<file path="src/rtl/gz_frame_pkg.sv">
package gz_frame_pkg;
  localparam int HDR_BYTES = 10;
  localparam int FTR_BYTES = 8;
  localparam int IDX_W     = $clog2(HDR_BYTES);

  typedef enum logic [1:0] {ST_IDLE, ST_HDR, ST_PAY, ST_FTR} frame_st_e;

  function automatic logic [7:0] hdr_byte(input logic [IDX_W-1:0] i);
    case (i)
      4'd0:    return 8'h1F;
      4'd1:    return 8'h8B;
      4'd2:    return 8'h08;
      4'd9:    return 8'hFF;
      default: return 8'h00;
    endcase
  endfunction

  function automatic logic [31:0] crc32_step(input logic [31:0] c, input logic [7:0] d,
                                             input logic [31:0] poly);
    logic [31:0] r;
    r = c ^ {24'h0, d};
    for (int b = 0; b < 8; b++) r = r[0] ? ((r >> 1) ^ poly) : (r >> 1);
    return r;
  endfunction
endpackage

</file>
<file path="src/rtl/gz_crc_len.sv">
module gz_crc_len
  import gz_frame_pkg::*;
#(
  parameter logic [31:0] POLY = 32'hEDB88320
) (
  input  logic        clk_i,
  input  logic        rst_ni,
  input  logic        raw_valid_i,
  input  logic [7:0]  raw_data_i,
  input  logic        raw_last_i,
  input  logic        take_i,
  output logic        snap_vld_o,
  output logic [31:0] snap_crc_o,
  output logic [31:0] snap_len_o
);
  logic [31:0] crc_q, len_q, crc_n, len_n;
  logic        snap_vld_q;
  logic [31:0] snap_crc_q, snap_len_q;

  assign crc_n = crc32_step(crc_q, raw_data_i, POLY);
  assign len_n = len_q + 32'd1;

  always_ff @(posedge clk_i or negedge rst_ni) begin
    if (!rst_ni) begin
      crc_q      <= '1;
      len_q      <= '0;
      snap_vld_q <= 1'b0;
      snap_crc_q <= '0;
      snap_len_q <= '0;
    end else begin
      if (take_i) snap_vld_q <= 1'b0;
      if (raw_valid_i) begin
        if (raw_last_i) begin
          // packet done: freeze result, restart running state
          snap_crc_q <= ~crc_n;
          snap_len_q <= len_n;
          snap_vld_q <= 1'b1;
          crc_q      <= '1;
          len_q      <= '0;
        end else begin
          crc_q <= crc_n;
          len_q <= len_n;
        end
      end
    end
  end

  assign snap_vld_o = snap_vld_q;
  assign snap_crc_o = snap_crc_q;
  assign snap_len_o = snap_len_q;


  raw_no_overrun_chk: assert property (@(posedge clk_i) disable iff (!rst_ni)
    (raw_valid_i && raw_last_i && snap_vld_q) |-> take_i);


  snap_hold_chk: assert property (@(posedge clk_i) disable iff (!rst_ni)
    (snap_vld_q && !take_i && !(raw_valid_i && raw_last_i))
      |=> (snap_vld_q && $stable(snap_crc_q) && $stable(snap_len_q)));
endmodule

</file>
<file path="src/rtl/gz_frame_seq.sv">
module gz_frame_seq
  import gz_frame_pkg::*;
(
  input  logic        clk_i,
  input  logic        rst_ni,
  input  logic        cmp_valid_i,
  input  logic [7:0]  cmp_data_i,
  input  logic        cmp_last_i,
  output logic        cmp_ready_o,
  input  logic        snap_vld_i,
  input  logic [31:0] snap_crc_i,
  input  logic [31:0] snap_len_i,
  output logic        take_o,
  output logic        byte_v_o,
  output logic [7:0]  byte_d_o,
  output logic        byte_last_o,
  input  logic        byte_rdy_i
);
  frame_st_e        st_q;
  logic [IDX_W-1:0] idx_q;
  logic [63:0]      ftr_w;

  assign ftr_w = {snap_len_i, snap_crc_i};

  always_comb begin
    byte_v_o    = 1'b0;
    byte_d_o    = 8'h00;
    byte_last_o = 1'b0;
    cmp_ready_o = 1'b0;
    take_o      = 1'b0;
    case (st_q)
      ST_HDR: begin
        byte_v_o = 1'b1;
        byte_d_o = hdr_byte(idx_q);
      end
      ST_PAY: begin
        byte_v_o    = cmp_valid_i;
        byte_d_o    = cmp_data_i;
        cmp_ready_o = byte_rdy_i;
      end
      ST_FTR: begin
        byte_v_o    = snap_vld_i;
        byte_d_o    = ftr_w[8*int'(idx_q) +: 8];
        byte_last_o = (int'(idx_q) == FTR_BYTES-1);
        take_o      = snap_vld_i && byte_rdy_i && byte_last_o;
      end
      default: ;
    endcase
  end

  always_ff @(posedge clk_i or negedge rst_ni) begin
    if (!rst_ni) begin
      st_q  <= ST_IDLE;
      idx_q <= '0;
    end else begin
      case (st_q)
        ST_IDLE: if (cmp_valid_i) begin
          st_q  <= ST_HDR;
          idx_q <= '0;
        end
        ST_HDR: if (byte_rdy_i) begin
          if (int'(idx_q) == HDR_BYTES-1) begin
            st_q  <= ST_PAY;
            idx_q <= '0;
          end else idx_q <= idx_q + 1'b1;
        end
        ST_PAY: if (cmp_valid_i && byte_rdy_i && cmp_last_i) st_q <= ST_FTR;
        ST_FTR: if (snap_vld_i && byte_rdy_i) begin
          if (int'(idx_q) == FTR_BYTES-1) begin
            st_q  <= ST_IDLE;
            idx_q <= '0;
          end else idx_q <= idx_q + 1'b1;
        end
        default: st_q <= ST_IDLE;
      endcase
    end
  end


  no_early_payload_chk: assert property (@(posedge clk_i) disable iff (!rst_ni)
    cmp_ready_o |-> (st_q == ST_PAY));
endmodule

</file>
<file path="src/rtl/gz_word_pack.sv">
module gz_word_pack #(
  parameter int WORD_BYTES = 4,
  localparam int CNT_W = (WORD_BYTES > 1) ? $clog2(WORD_BYTES) : 1
) (
  input  logic                    clk_i,
  input  logic                    rst_ni,
  input  logic                    byte_v_i,
  input  logic [7:0]              byte_d_i,
  input  logic                    byte_last_i,
  output logic                    byte_rdy_o,
  input  logic                    m_tready_i,
  output logic                    m_tvalid_o,
  output logic [8*WORD_BYTES-1:0] m_tdata_o,
  output logic [WORD_BYTES-1:0]   m_tkeep_o,
  output logic                    m_tlast_o
);
  logic [WORD_BYTES-1:0][7:0] acc_q, word_n, data_q;
  logic [WORD_BYTES-1:0]      keep_n, keep_q;
  logic [CNT_W-1:0]           cnt_q;
  logic                       vld_q, last_q, take, flush;

  assign byte_rdy_o = !vld_q || m_tready_i;
  assign take       = byte_v_i && byte_rdy_o;
  assign flush      = byte_last_i || (cnt_q == CNT_W'(WORD_BYTES-1));

  // lane k: earlier bytes from acc, current byte at cnt, nothing above
  for (genvar k = 0; k < WORD_BYTES; k++) begin : g_lane
    assign word_n[k] = (k < int'(cnt_q)) ? acc_q[k] :
                       (k == int'(cnt_q)) ? byte_d_i : 8'h00;
    assign keep_n[k] = (k <= int'(cnt_q));
  end

  always_ff @(posedge clk_i or negedge rst_ni) begin
    if (!rst_ni) begin
      acc_q  <= '0;
      cnt_q  <= '0;
      vld_q  <= 1'b0;
      data_q <= '0;
      keep_q <= '0;
      last_q <= 1'b0;
    end else begin
      if (take && flush) begin
        vld_q  <= 1'b1;
        data_q <= word_n;
        keep_q <= keep_n;
        last_q <= byte_last_i;
        acc_q  <= '0;
        cnt_q  <= '0;
      end else begin
        if (m_tready_i) vld_q <= 1'b0;
        if (take) begin
          acc_q[cnt_q] <= byte_d_i;
          cnt_q        <= cnt_q + 1'b1;
        end
      end
    end
  end

  assign m_tvalid_o = vld_q;
  assign m_tdata_o  = data_q;
  assign m_tkeep_o  = keep_q;
  assign m_tlast_o  = last_q;


  hold_stable_chk: assert property (@(posedge clk_i) disable iff (!rst_ni)
    (vld_q && !m_tready_i) |=> (vld_q && $stable(data_q) && $stable(keep_q) && $stable(last_q)));


  full_keep_mid_chk: assert property (@(posedge clk_i) disable iff (!rst_ni)
    (vld_q && !last_q) |-> (keep_q == '1));


  keep_contig_chk: assert property (@(posedge clk_i) disable iff (!rst_ni)
    vld_q |-> (keep_q[0] && (((keep_q + 1'b1) & keep_q) == '0)));
endmodule

</file>
<file path="src/rtl/gz_stream_framer.sv">
module gz_stream_framer #(
  parameter int          WORD_BYTES = 4,
  parameter logic [31:0] CRC_POLY   = 32'hEDB88320
) (
  input  logic                    clk_i,
  input  logic                    rst_ni,
  input  logic                    raw_valid_i,
  input  logic [7:0]              raw_data_i,
  input  logic                    raw_last_i,
  input  logic                    cmp_valid_i,
  input  logic [7:0]              cmp_data_i,
  input  logic                    cmp_last_i,
  output logic                    cmp_ready_o,
  input  logic                    m_tready_i,
  output logic                    m_tvalid_o,
  output logic [8*WORD_BYTES-1:0] m_tdata_o,
  output logic [WORD_BYTES-1:0]   m_tkeep_o,
  output logic                    m_tlast_o
);
  logic        snap_vld, take;
  logic [31:0] snap_crc, snap_len;
  logic        byte_v, byte_last, byte_rdy;
  logic [7:0]  byte_d;

  gz_crc_len #(.POLY(CRC_POLY)) u_crc (
    .clk_i, .rst_ni,
    .raw_valid_i, .raw_data_i, .raw_last_i,
    .take_i     (take),
    .snap_vld_o (snap_vld),
    .snap_crc_o (snap_crc),
    .snap_len_o (snap_len)
  );

  gz_frame_seq u_seq (
    .clk_i, .rst_ni,
    .cmp_valid_i, .cmp_data_i, .cmp_last_i, .cmp_ready_o,
    .snap_vld_i  (snap_vld),
    .snap_crc_i  (snap_crc),
    .snap_len_i  (snap_len),
    .take_o      (take),
    .byte_v_o    (byte_v),
    .byte_d_o    (byte_d),
    .byte_last_o (byte_last),
    .byte_rdy_i  (byte_rdy)
  );

  gz_word_pack #(.WORD_BYTES(WORD_BYTES)) u_pack (
    .clk_i, .rst_ni,
    .byte_v_i    (byte_v),
    .byte_d_i    (byte_d),
    .byte_last_i (byte_last),
    .byte_rdy_o  (byte_rdy),
    .m_tready_i, .m_tvalid_o, .m_tdata_o, .m_tkeep_o, .m_tlast_o
  );
endmodule

</file>
<file path="config.mk">
export PLATFORM = sky130hd
export DESIGN_NAME = gz_stream_framer
export DESIGN_NICKNAME = d
export VERILOG_FILES = /design/src/rtl/gz_frame_pkg.sv /design/src/rtl/gz_crc_len.sv /design/src/rtl/gz_frame_seq.sv /design/src/rtl/gz_word_pack.sv /design/src/rtl/gz_stream_framer.sv
export SDC_FILE = /design/constraint.sdc
export NUM_CORES = 1
export LEC_CHECK = 0
export ABC_AREA = 1
export ABC_CLOCK_PERIOD_IN_PS = 5600
export BUFFER_PORTS_ARGS = -buffer_cell sky130_fd_sc_hd__buf_2
export CORE_ASPECT_RATIO = 0.8
export CORE_MARGIN = 3
export CORE_UTILIZATION = 35
export DETAILED_ROUTE_END_ITERATION = 10
export PLACE_DENSITY = 0.52
export SYNTH_ARGS = -nofsm -noshare
export SYNTH_HDL_FRONTEND = slang
export SYNTH_SLANG_ARGS = --single-unit
</file>
<file path="constraint.sdc">
create_clock -name clk_i -period 5.6 [get_ports clk_i]
set_input_delay 0.28 -clock clk_i [delete_from_list [all_inputs] [get_ports clk_i]]
set_output_delay 0.28 -clock clk_i [all_outputs]
set_load 0.005 [all_outputs]
</file>
After elaboration in Yosys (flattened, before gate mapping)
Index checks and enable logic that the tools add are counted.

cells by class
  $add $sub $neg = 3
  magnitude comparators = 8
  equality and inequality tests = 18
  shift operators = 1
  muxes and demuxes = 48
  bitwise gates (word level) = 10
  reductions and logical operators = 19

operator list
  operator                                                                  count
  32-bit two-way mux                                                        12
  13-bit NOT with 14-bit output                                             8
  8-bit two-way mux                                                         8
  64-bit by 8-bit indexed part select with 8-bit output                     1
  32-bit by 1-bit adder with 32-bit output (second input constant)          1
  32-bit bitwise mux                                                        1
  32-bit NOT                                                                1
  8-bit case mux with 4 select lines                                        1
  32-bit by 8-bit bitwise XOR with 32-bit output                            1
  8-bit case mux with 3 select lines                                        1
  4-bit two-way mux                                                         5
  8-bit demux with 2-bit select                                             1
  2-bit two-way mux                                                         8
  4-bit == test (second input constant)                                     3
  4-bit case mux with 3 select lines                                        1
  2-bit by 1-bit inequality test with 1-bit output (second input constant)  5
  1-bit two-way mux                                                         8
  2-bit case mux with 4 select lines                                        1
  1-bit logical AND                                                         7
  2-bit == test (second input constant)                                     3
  6-bit AND reduction                                                       1
  4-bit by 1-bit adder with 4-bit output (second input constant)            1
  2-bit == test (first input constant)                                      2
  4-bit by 1-bit == test with 1-bit output (second input constant)          1
  other kinds (20)                                                          25

storage, ports and cells
  register bits after elaboration = 207

Depth between registers and ports, before layout
  depth after elaboration = 18
  depth in mapped cells = 13

Hierarchy
A second synthesis with hierarchy kept.

unflattened totals
  cell total of the unflattened synthesis = 1524
  area total of the unflattened synthesis = 11222.0 sq um

by module, submodules not included
  module        instances  cells an instance  area each (sq um)
  gz_crc_len    1          799                6570.1
  gz_word_pack  1          394                3021.6
  gz_frame_seq  1          331                1630.3

Worst setup path after synthesis
OpenSTA, ideal clock, no wires.

  path kind = reg-to-reg
  start = reg u_seq.idx_q[0]
  end = reg u_pack.data_q (netlist bit u_pack.m_tdata_o[19])
  setup time = 0.122 ns
  arrival time = 1.635 ns
  required time = 5.478 ns
  path slack = 3.843 ns
  cell stages (with the launch flop) = 11
  clock period less this slack = 1.757 ns
  cells stage by stage = dfrtp_1 -> buf_4 -> inv_2 -> buf_2 -> ha_1 -> nand2_1 -> o21ai_0 -> nor3b_1 -> nand2_1 -> nand3_1 -> a21oi_2

on the way
  word-level cells in the longest chain between the ends = 5
  elaborated cells on any way between the ends = 13

ends and longest elaborated chain
  what                                                                                                           RTL line            text
  from (decl)                                                                                                    gz_frame_seq.sv:20  logic [IDX_W-1:0] idx_q;
  from (signal assigned)                                                                                         gz_frame_seq.sv:65  end else idx_q <= idx_q + 1'b1;
  from (signal assigned)                                                                                         gz_frame_seq.sv:72  end else idx_q <= idx_q + 1'b1;
  parallel branches: the longest is 5 deep, another holds 64-bit by 8-bit indexed part select with 8-bit output  --
  to (signal assigned)                                                                                           gz_word_pack.sv:44  data_q <= word_n;
  to (decl)                                                                                                      gz_word_pack.sv:17  logic [WORD_BYTES-1:0][7:0] acc_q, word_n, data_q;

Parallel ways; which one is timed is not known.
A chain may end at the register's enable or synchronous reset.

Final worst setup path
  start = reg u_seq.idx_q[0]
  end = reg u_pack.data_q (netlist bit u_pack.m_tdata_o[4])

Same word-level chain as after synthesis.

==> flow_metrics.tcl <==
set metrics [dict create \
    worst_case_reg_to_reg_path_depth 10 \
    postSynthNetCount 1441 \
    clock-root-buffer "sky130_fd_sc_hd__clkbuf_16" \
    grtUsageTotal_pct 19.4 \
    cell_count_after_placement 1833 \
    syn-cell-area_sq_um 10900 \
    rows 57 \
    tritoncts_num_sinks 199 \
    synth-adder-area-share_pct 1.72 \
    synth-compound-area-share_pct 11.0 \
    internal-power_mw 3.62 \
    setup.worst_path.class "reg -> reg" \
    ys_seq_area_share_pct 45.9 \
    number_of_clock_buffers_inserted_by_tritoncts 17 \
    final_antenna_net_count 0 \
    die_h_microns 164 \
    layout.cells.most_common "sky130_fd_sc_hd__nand2_1" \
    largest_family_of_logic_cells_by_synthesized_area "simple AND/OR/NAND/NOR gates" \
    worst-r2r-setup-slack_ns 2.72 \
    n_fill_cell 3241 \
    first_iter_violations 655 \
    min-delay-start "raw_last_i" \
    number_of_unique_standard_cell_types_used_by_synthesis 45 \
    via_per_inst 4.93 \
    slew_headroom_pct 28.0 \
    placedInstanceArea_sq_um 11500 \
    highest_count_cells_in_the_layout_ignoring_fill_and_taps "sky130_fd_sc_hd__nand2_1 (440), sky130_fd_sc_hd__dfrtp_1 (167), sky130_fd_sc_hd__inv_1 (138)" \
    final-max-slew-violation-count 0 \
    dr_total_vias 9201 \
    grt_pass1_wl_microns 50700 \
    globalplace.congestion 0.909 \
    stdcell_count 1866 \
    synth_xor_area_share_pct 5.59 \
    min_delay_worst_endpoint "u_crc.snap_crc_o[1]" \
    share_comb_of_total_power_pct 46.1 \
    synthDominantCellAreaShare_pct 38.3 \
    final_core_utilization_pct 39.9 \
    mux_contribution_to_synthesized_area_pct 0 \
    grt_start_max_net_pins 88 \
    holdCritPathClass "in -> reg" \
    antenna_cells_inserted 0 \
    routed_wirelength_microns 31600 \
    rsz0062_at_grt "false" \
    sw_frac_of_total_pct 45.4 \
    clock_tree.buffer_depth 2 \
    drc 0 \
    flops_latches_synth 199 \
    synth_enable_flop_cells 0 \
    worstPathRequired_ns 5.99 \
    finalInstanceArea_sq_um 12200 \
    total_leakage_power_nw 5.86 \
    report.final.setup_viol 0 \
    fp.dieW_microns 204 \
    dieArea_sq_um 33400 \
    drive_above_1_share_pct 13.4 \
    async_flop_share_pct 100 \
    max_clock_freq_mhz 348 \
    syn-mean-instance-area_sq_um 7.79 \
    critical_path.endpoint_type "register" \
    cts_repair_resize_count 0 \
    worst_pin_slew_ns 1.08 \
    num-nets-final 1478 \
    cts_htree_levels 4 \
    tritoncts "done" \
    antenna_found_initial 0 \
    floorplan.core_area_sq_um 30500 \
    path_clk_slew_ns 0.08 \
    layout_min_cycle_time_ns 2.88 \
    power.density_cell_area_nw_per_um2 544 \
    pin_count 62 \
    yosysWarningCount 0 \
    worst_hold_path.num_cells 4 \
    critPathMaxFanout 35 \
    top_post_synthesis_cells_by_area "sky130_fd_sc_hd__dfrtp_1 (38%), sky130_fd_sc_hd__nand2_1 (15%), sky130_fd_sc_hd__dfstp_2 (7.7%)" \
    hold_viol 0 \
    timing.final.crit_share_pct 51.3 \
    p_seq_share_pct 33.8 \
    power.net_switching_mw 3.01 \
    maxCapViolations 0 \
    drt-pass1-iter-count 5 \
    finalSetupTns_ns 0 \
    initial_utilization_pct 35.8 \
    synth_simple_gate_area_share_pct 28.0 \
    clock_power_share_pct 20.1 \
    setup.worst_path.start_class "register" \
    cts_setup_buffers 0 \
    vdd_ir_drop_max_uv 238 \
    outcome "finished clean" \
    detail_route.wl_per_cell_microns 16.9 \
    skew_ns 0.0135 \
    grt_pass1_vias 8849 \
    synthCells 1403 \
    r2r-end "u_pack.m_tdata_o[4]" \
    syn2layout_area_growth_pct 11.4 \
    place_worst_setup_slack_ns 2.72 \
    synth-main-ff-cell "sky130_fd_sc_hd__dfrtp_1" \
    r2r-start "u_seq.idx_q[0]" \
    global_route.overflow_total 0 \
    synth_largest_area_cell "sky130_fd_sc_hd__dfrtp_1" \
    worstPathArrival_ns 3.27 \
    io_buffers 61 \
    post_route_setup_slack_ns 2.72 \
    clock_latency_at_the_later_pin_of_the_worst_skew_pair_ns 0.45 \
    dp_hpwl_microns 22400 \
]
-- kinds of logic after synthesis --
family	Yosys count
and+or+nand+nor	707
xor gates and xnor gates	68
buffers and inverters	201
DFF	199
AOI/OAI and AO/OA	213
adders and majority gates	15
-- registers in the layout, summed over array words and instances, names as in the netlist --
register           flops
u_crc.snap_len_o      32
u_pack.m_tvalid_o      1
u_pack.m_tkeep_o       4
u_crc.crc_q           32
u_pack.m_tlast_o       1
u_crc.snap_crc_o      32
u_crc.snap_vld_o       1
u_pack.cnt_q           2
u_pack.acc_q          24
u_crc.len_q           32
u_pack.m_tdata_o      32
u_seq.idx_q            4
u_seq.st_q             2
-- worst max path at each step --
stage | slack, ns | startpoint | cells after the start | to
floorplan | 3.84 | u_seq.idx_q[0] | 10 | u_pack.m_tdata_o[19]
global placement | 2.78 | u_seq.idx_q[0] | 10 | u_pack.m_tdata_o[2]
detailed placement | 2.72 | u_seq.idx_q[0] | 10 | u_pack.m_tdata_o[4]
CTS | 2.71 | u_seq.idx_q[0] | 10 | u_pack.m_tdata_o[4]
global route | 2.46 | u_seq.idx_q[0] | 10 | u_pack.m_tdata_o[2]
finish | 2.72 | u_seq.idx_q[0] | 10 | u_pack.m_tdata_o[4]
-- cell usage after synthesis (12+ instances only) --
cell,count
sky130_fd_sc_hd__nor3_1,14
sky130_fd_sc_hd__o21ai_0,89
sky130_fd_sc_hd__o22ai_1,24
sky130_fd_sc_hd__dfstp_2,32
sky130_fd_sc_hd__inv_1,138
sky130_fd_sc_hd__clkbuf_1,24
sky130_fd_sc_hd__nor2_1,89
sky130_fd_sc_hd__o21ai_1,12
sky130_fd_sc_hd__a21oi_1,57
sky130_fd_sc_hd__xor2_1,59
sky130_fd_sc_hd__nand3_1,110
sky130_fd_sc_hd__nand2_1,441
sky130_fd_sc_hd__dfrtp_1,167
sky130_fd_sc_hd__buf_2,13
sky130_fd_sc_hd__ha_1,15
-- layout make-up --
type	count	area, sq um	share of cell area [%]
Inverter	151	579	4.76
Timing Repair Buffer	68	369	3.03
Sequential cell	199	5020	41.2
Multi-Input combinational cell	1003	5070	41.7
Clock inverter	14	190	1.56
Clock buffer	18	429	3.52
Tap cell	413	517	4.24
-- stage by stage --
stage / total power, mW / hold slack, ns
final: 6.63 / 0.164
after global routing: 7.17 / 0.169
after CTS: 6.66 / 0.143
after detailed placement: 5.30 / 0.393
after global placement: 5.29 / 0.390
after floorplan: 4.32 / -0.0156
-- metal layers --
layer	vias to the layer above	routed length (microns)	part of all wire (%)	GRT usage, %
met5	-	0	0	0
met4	0	471	1.5	4.97
met3	28	1250	3.9	2.89
met2	198	13300	42	28.2
met1	4426	16500	52	30.0
li1	4549	-	-	-
-- critical path: stages (launching register included) --
cell                      delay [ns]
sky130_fd_sc_hd__dfrtp_1        0.60
sky130_fd_sc_hd__buf_4          0.41
sky130_fd_sc_hd__ha_1           0.27
sky130_fd_sc_hd__nand3_2        0.13
sky130_fd_sc_hd__nor2_4         0.19
sky130_fd_sc_hd__nor2_8         0.08
sky130_fd_sc_hd__nor2_8         0.44
sky130_fd_sc_hd__inv_6          0.22
sky130_fd_sc_hd__nor2_4         0.25
sky130_fd_sc_hd__nand3_1        0.10
sky130_fd_sc_hd__nand3_1        0.11
-- power by group through the flow --
stage	Sequential, mW	Combinational, mW	Clock, mW
floorplan	2.17	2.15	0
global placement	2.26	3.03	0
detailed placement	2.26	3.04	0
CTS	2.24	3.06	1.36
global route	2.30	3.46	1.42
finish	2.24	3.06	1.33
-- repair_timing --
item,4_1_cts,5_1_grt
hold buffers,1,0
setup endpoints to repair,0,0
hold endpoints to repair,85,0
No activity file was read; power rests on OpenSTA's default activity.
